`config.mk`:
```
export PLATFORM = sky130hd
export DESIGN_NAME = sram_rd_out_ctl
export DESIGN_NICKNAME = d
export VERILOG_FILES = /design/src/rtl/sram_oq_pkg.sv /design/src/rtl/sram_oq_cmd_pipe.sv /design/src/rtl/sram_oq_data_reg.sv /design/src/rtl/sram_oq_drive_ctl.sv /design/src/rtl/sram_rd_out_ctl.sv
export SDC_FILE = /design/constraint.sdc
export NUM_CORES = 1
export LEC_CHECK = 0
export BUFFER_PORTS_ARGS = -buffer_cell sky130_fd_sc_hd__buf_2
export CAP_MARGIN = 20
export CORE_ASPECT_RATIO = 2
export CORE_MARGIN = 1
export CORE_UTILIZATION = 25
export CTS_BUF_LIST = sky130_fd_sc_hd__clkbuf_16
export CTS_CLUSTER_SIZE = 25
export DETAILED_ROUTE_END_ITERATION = 12
export SLEW_MARGIN = 10
export SYNTH_ARGS = -nofsm -noshare
export SYNTH_HDL_FRONTEND = slang
export SYNTH_SLANG_ARGS = --single-unit
export TNS_END_PERCENT = 5
```
`constraint.sdc`:
```
create_clock -name clk -period 1.5 [get_ports clk]
set_input_delay 0.15 -clock clk [delete_from_list [all_inputs] [get_ports clk]]
set_output_delay 0.15 -clock clk [all_outputs]
set_load 0.02 [all_outputs]
```
`src/rtl/sram_oq_pkg.sv`:
```
package sram_oq_pkg;

   // Kind of command sitting in one pipeline stage.
   typedef enum logic [1:0] {
      SLOT_DES = 2'd0,
      SLOT_RD  = 2'd1,
      SLOT_WR  = 2'd2
   } slot_e;

   // Classify the command at a capture edge; sleep turns anything into a deselect.
   function automatic slot_e classify(input logic sel, input logic wr, input logic slp);
      if (!sel || slp) return SLOT_DES;
      return wr ? SLOT_WR : SLOT_RD;
   endfunction

endpackage

```
`src/rtl/sram_oq_cmd_pipe.sv`:
```
module sram_oq_cmd_pipe
   import sram_oq_pkg::*;
#(
   parameter int STAGES = 3
) (
   input  logic  clk,
   input  logic  rst_n,
   input  logic  cmd_sel,
   input  logic  cmd_wr,
   input  logic  sleep,
   output slot_e stage_o [STAGES]
);

   slot_e stage_q [STAGES];

   generate
      if (STAGES < 3) begin : g_bad_depth
         $error("sram_oq_cmd_pipe needs at least three stages");
      end
   endgenerate

   always_ff @(posedge clk or negedge rst_n) begin
      if (!rst_n) begin
         for (int i = 0; i < STAGES; i++) stage_q[i] <= SLOT_DES;
      end else begin
         stage_q[0] <= classify(cmd_sel, cmd_wr, sleep);
         for (int i = 1; i < STAGES; i++) stage_q[i] <= stage_q[i-1];
      end
   end

   always_comb begin
      for (int i = 0; i < STAGES; i++) stage_o[i] = stage_q[i];
   end

endmodule

```
`src/rtl/sram_oq_data_reg.sv`:
```
module sram_oq_data_reg #(
   parameter int DATA_W         = 18,
   parameter bit CLEAR_ON_RESET = 1'b1
) (
   input  logic              clk,
   input  logic              rst_n,
   input  logic              load,
   input  logic [DATA_W-1:0] d,
   output logic [DATA_W-1:0] q
);

   logic [DATA_W-1:0] q_r;

   generate
      if (CLEAR_ON_RESET) begin : g_clear
         always_ff @(posedge clk or negedge rst_n) begin
            if (!rst_n)    q_r <= '0;
            else if (load) q_r <= d;
         end
      end else begin : g_noclear
         always_ff @(posedge clk) begin
            if (load) q_r <= d;
         end
      end
   endgenerate

   assign q = q_r;

endmodule

```
`src/rtl/sram_oq_drive_ctl.sv`:
```
module sram_oq_drive_ctl
   import sram_oq_pkg::*;
(
   input  logic  cfg_pipe,
   input  logic  cfg_dcd,
   input  slot_e s_first,
   input  slot_e s_second,
   input  slot_e s_third,
   input  logic  oe_n,
   input  logic  sleep,
   output logic  dq_oe
);

   slot_e slot_now;
   slot_e slot_prev;
   logic  hold_extra;
   logic  drive_core;

   always_comb begin
      slot_now   = cfg_pipe ? s_second : s_first;
      slot_prev  = cfg_pipe ? s_third  : s_second;
      hold_extra = cfg_dcd && (slot_now == SLOT_DES) && (slot_prev == SLOT_RD);
      drive_core = (slot_now == SLOT_RD) || hold_extra;
      dq_oe      = drive_core && !oe_n && !sleep;
   end

endmodule

```
`src/rtl/sram_rd_out_ctl.sv`:
```
module sram_rd_out_ctl
   import sram_oq_pkg::*;
#(
   parameter int DATA_W         = 18,
   parameter bit CLEAR_ON_RESET = 1'b1
) (
   input  logic              clk,
   input  logic              rst_n,
   input  logic              cfg_pipe,
   input  logic              cfg_dcd,
   input  logic              cmd_sel,
   input  logic              cmd_wr,
   input  logic              sleep,
   input  logic              oe_n,
   input  logic [DATA_W-1:0] arr_rdata,
   output logic [DATA_W-1:0] dq_out,
   output logic              dq_oe
);

   localparam int STAGES = 3;

   generate
      if (DATA_W < 1) begin : g_bad_width
         $error("sram_rd_out_ctl: DATA_W must be positive");
      end
   endgenerate

   slot_e             stg [STAGES];
   logic [DATA_W-1:0] out_q;
   logic              out_load;

   sram_oq_cmd_pipe #(.STAGES(STAGES)) u_cmd (
      .clk     (clk),
      .rst_n   (rst_n),
      .cmd_sel (cmd_sel),
      .cmd_wr  (cmd_wr),
      .sleep   (sleep),
      .stage_o (stg)
   );

   assign out_load = (stg[0] == SLOT_RD) && !sleep;

   sram_oq_data_reg #(.DATA_W(DATA_W), .CLEAR_ON_RESET(CLEAR_ON_RESET)) u_oreg (
      .clk   (clk),
      .rst_n (rst_n),
      .load  (out_load),
      .d     (arr_rdata),
      .q     (out_q)
   );

   sram_oq_drive_ctl u_drv (
      .cfg_pipe (cfg_pipe),
      .cfg_dcd  (cfg_dcd),
      .s_first  (stg[0]),
      .s_second (stg[1]),
      .s_third  (stg[2]),
      .oe_n     (oe_n),
      .sleep    (sleep),
      .dq_oe    (dq_oe)
   );

   assign dq_out = cfg_pipe ? out_q : arr_rdata;

endmodule

```
Word-level counts from Yosys, hierarchy flattened:

Index checks and enable logic that the tools add are counted.

* bits in registers: 24
* bits of input ports: 26
* logic and storage cells: 25
* output and inout bits: 19

* equality and inequality tests: 3
* muxes and demuxes: 7
* reduce and logical (&&, ||, !) cells: 11

Operators with widths (count)
* $mux 18: 1
* $mux 2: 5
* $eq 2x1->1 const B: 3
* $logic_and 1x1->1: 5
* $logic_not 1->1: 3
* $logic_not 2->1: 1
* $logic_or 1x1->1: 2
* $mux 1: 1

Longest topological paths before layout:

* depth after elaboration: 7
* gate-level depth with buffers: 4
* gate-level depth less buffers: 3

Hierarchy:

Synthesis repeated with hierarchy kept, for this count alone.

* cell total of the unflattened synthesis: 74
* area, all modules: 1228.7 µm²

By module, submodules not included
* sram_oq_data_reg: cells each 38, times used 1, sequential area each 450.4 µm², area an instance 721.9 µm²
* sram_rd_out_ctl: cells each 21, times used 1, sequential area each 0.0 µm², area an instance 279.0 µm²
* sram_oq_cmd_pipe: cells each 8, times used 1, sequential area each 150.1 µm², area an instance 171.4 µm²
* sram_oq_drive_ctl: cells each 7, times used 1, sequential area each 0.0 µm², area an instance 56.3 µm²

Worst setup path after synthesis:

Ideal clock, no wire load.

* path kind: register to output
* start point: register u_cmd.stage_q, in the netlist u_cmd.stage_o[1]
* end point: output port dq_oe
* cell stages (with the launch flop): 4
* data arrival time: 1.232 ns
* setup slack: 0.118 ns
* path through: dfrtp_1 > and4b_1 > a21oi_1 > a2111oi_2

* longest elaborated chain between the ends: 6

RTL lines
* start, declared: line sram_oq_cmd_pipe.sv:14 `slot_e stage_q [STAGES];`
* $mux 2: line sram_oq_drive_ctl.sv:21 `slot_prev = cfg_pipe ? s_third : s_second;`
* $eq 2x1->1: line sram_oq_drive_ctl.sv:22 `hold_extra = cfg_dcd && (slot_now == SLOT_DES) && (slot_prev == SLOT_RD);`
* $logic_and 1x1->1: line sram_oq_drive_ctl.sv:22
* $logic_or 1x1->1: line sram_oq_drive_ctl.sv:23 `drive_core = (slot_now == SLOT_RD) || hold_extra;`
* $logic_and 1x1->1 (2 in series): line sram_oq_drive_ctl.sv:24 `dq_oe = drive_core && !oe_n && !sleep;`
* end, declared: line sram_rd_out_ctl.sv:17 `output logic dq_oe`

No other way between the ends.

Final worst setup path:

Ends and elaborated chain as after synthesis.

==> impl_metrics.json <==
{
  "reg2reg_to": "u_oreg.q[8]",
  "core_area_um2": 4424,
  "tritoncts": "built",
  "via_per_inst": 4.402,
  "ir_worst_vdd_uv": 463.4,
  "setup_viol": 1,
  "grt_setup_unrepaired": "yes",
  "power_density_nw_per_um2": 1233,
  "ios": 45,
  "syn_inst": 74,
  "grt_pass1_vias": 897,
  "ys_types": 16,
  "async_flop_share_pct": 100.0,
  "gp_congestion": 0.7294,
  "nets": 148,
  "worstHoldStart": "cmd_wr",
  "routed.top_layer": "met4",
  "die_w_um": 50.45,
  "rr_worst_depth": 3,
  "synth_area_um2": 1174,
  "overflow": 0,
  "wirelength_um": 2494,
  "diodes": 0,
  "wl_per_cell_um": 14.33,
  "tightest_slew_ns": 0.5531,
  "ys_ff_latch": 24,
  "end_kind": "output pin",
  "grtUsageTotal_pct": 11.33,
  "die_area_um2": 4989,
  "clock_latency_ns": 0.25,
  "initial_utilization_pct": 26.53,
  "cts_num_sinks": 24,
  "slew_violations": 0,
  "hold_path_class": "primary input to register",
  "synth_top_area_share_pct": 51.17,
  "dr_wl_met2_um": 1416,
  "synth_top_area_cell": "dfrtp_1",
  "slew-limit-headroom_pct": 63.13,
  "yosys_warnings": 0,
  "max-cap-violations": 0,
  "fin_setup_tns_ns": -0.1249,
  "fin_skew_ns": 0.003962,
  "cp_max_fo": 1,
  "post-route-util_pct": 34.81,
  "syn_nets": 100,
  "synth_most_common_cell": "mux2_2",
  "wl_met1_um": 948,
  "synthTopCellsByCount": "27 x mux2_2, 24 x dfrtp_1, 10 x mux2_4",
  "drc": 0,
  "antenna_found_initial": 0,
  "criticalPathCategory": "register to output pin",
  "cts_root_buf": "clkbuf_16",
  "dp_hpwl_um": 1819,
  "setup_ws_ns": -0.1249,
  "ff2ff_setup_slack_ns": 0.19,
  "drive_above_1_share_pct": 75.00,
  "die_h_um": 98.90,
  "ant_nets": 0,
  "cts_buffer_depth": 2,
  "crit_arrival_ns": 1.47,
  "syn_area_per_cell_um2": 15.86,
  "timing.fmax_ghz": 0.6154,
  "power.total_mw": 1.899,
  "seq_area_frac_synth_pct": 51.17,
  "grt_max_degree": 25,
  "drt-initial-drc-count": 10,
  "fill_cells": 457,
  "h-tree-depth": 1,
  "area_growth_pct": 31.24,
  "fin_crit_sh_pct": 108.3,
  "wl_met3_um": 70,
  "grt_pass1_wl_um": 4284,
  "worstSetupStartpointType": "register",
  "num_rows": 34,
  "synth_edf_count": 0,
  "vias": 766,
  "io_buffer_count": 44,
  "pre_cts_slack_ns": 0.1653,
  "min_path_cells": 2,
  "dr.pass1.iters": 2,
  "cp_data_required_time_ns": 1.35,
  "status": "finished, violations left",
  "p_leak_nw": 0.7355,
  "hold_violations": 0,
  "finalWorstPathRequiredPeriod_ns": 1.625,
  "r2r_start": "u_cmd.stage_o[5]",
  "path_clk_slew_ns": 0.06,
  "violations": "setup timing",
  "hold_path_end": "u_cmd.stage_o[4]",
  "netlist_top_cells_area": "dfrtp_1 51%, mux2_2 26%, mux2_4 13%",
  "numCtsBuffers": 3,
  "ys.flop_type": "dfrtp_1"
}
[worst max-delay path, stage by stage, from the launching register on]
cell and delay, ns:
dfrtp_1 0.36, and4b_1 0.26, a21oi_2 0.04, a2111oi_2 0.34, buf_2 0.22
[repair_timing]
item,in CTS,in global routing
pin swaps,1,1
endpoints found under the hold margin,24,0
buffers inserted,0,0
hold buffers,1,0
endpoints found under the setup margin,1,1
gates resized for setup,1,0
[state kept, by name (all words and copies together), names as in the netlist]
name and cells:
u_cmd.stage_o 6, u_oreg.q 18
[kinds of logic (layout without fill, tap and decap cells)]
kind of cell,Yosys count,in the layout,share of synthesized area [%]
mux,37,37,38.70
flops,24,24,51.17
simple gates,5,5,3.945
buf+inv,5,51,4.051
compound gates,3,3,2.131
[layout by cell type (no fill, tap or decap), types with 3 or more instances in the layout]
cell / netlist / routed
buf_2: 1 / 44
mux2_2: 27 / 27
dfrtp_1: 24 / 24
mux2_4: 10 / 10
clkbuf_16: 0 / 3
[report_power, final]
part / total [mW] / switching (mW) / leakage [nW] / internal (mW)
clock: 0.566 / 0.214 / 0.0370 / 0.352
combinational: 0.504 / 0.229 / 0.401 / 0.275
sequential: 0.829 / 0.0606 / 0.297 / 0.768
[per-layer routing]
| metal | up-vias | track usage, % |
|---|---|---|
| met3 | 4 | 1.389 |
| li1 | 361 | - |
| met5 | - | 0 |
| met2 | 18 | 19.28 |
| met4 | 0 | 7.051 |
| met1 | 383 | 12.97 |
[layout make-up]
type                       instances  area, um2  area share (%)
clock buffer                       3      75.07           4.874
tap                               54      67.56           4.387
inverter                           1      3.754          0.2437
timing repair buffer              47      257.7           16.73
sequential                        24      600.6           38.99
multi-input combinational         45      535.5           34.77
[worst max-delay path by stage]
stage / start / endpoint / cells past startpoint / slack, ns
CTS: u_cmd.stage_o[1] / dq_oe / 4 / -0.08
global placement: u_cmd.stage_o[1] / dq_oe / 4 / 0.18
detailed placement: u_cmd.stage_o[1] / dq_oe / 4 / 0.17
global route: u_cmd.stage_o[1] / dq_oe / 4 / -0.16
finish: u_cmd.stage_o[1] / dq_oe / 4 / -0.12
floorplan: u_cmd.stage_o[1] / dq_oe / 3 / 0.12
[through the flow]
| stage | hold WS [ns] | area, um2 | std cells |
|---|---|---|---|
| 2_1_floorplan | -0.1456 | 1174 | 74 |
| 3_3_place_gp | 0.1581 | 1451 | 170 |
| 3_5_place_dp | 0.1813 | 1451 | 170 |
| 4_1_cts | 0.05162 | 1540 | 174 |
| 5_1_grt | 0.04484 | 1540 | 174 |
| 6_report | 0.05900 | 1540 | 174 |
(Power assumes the default switching activity.)
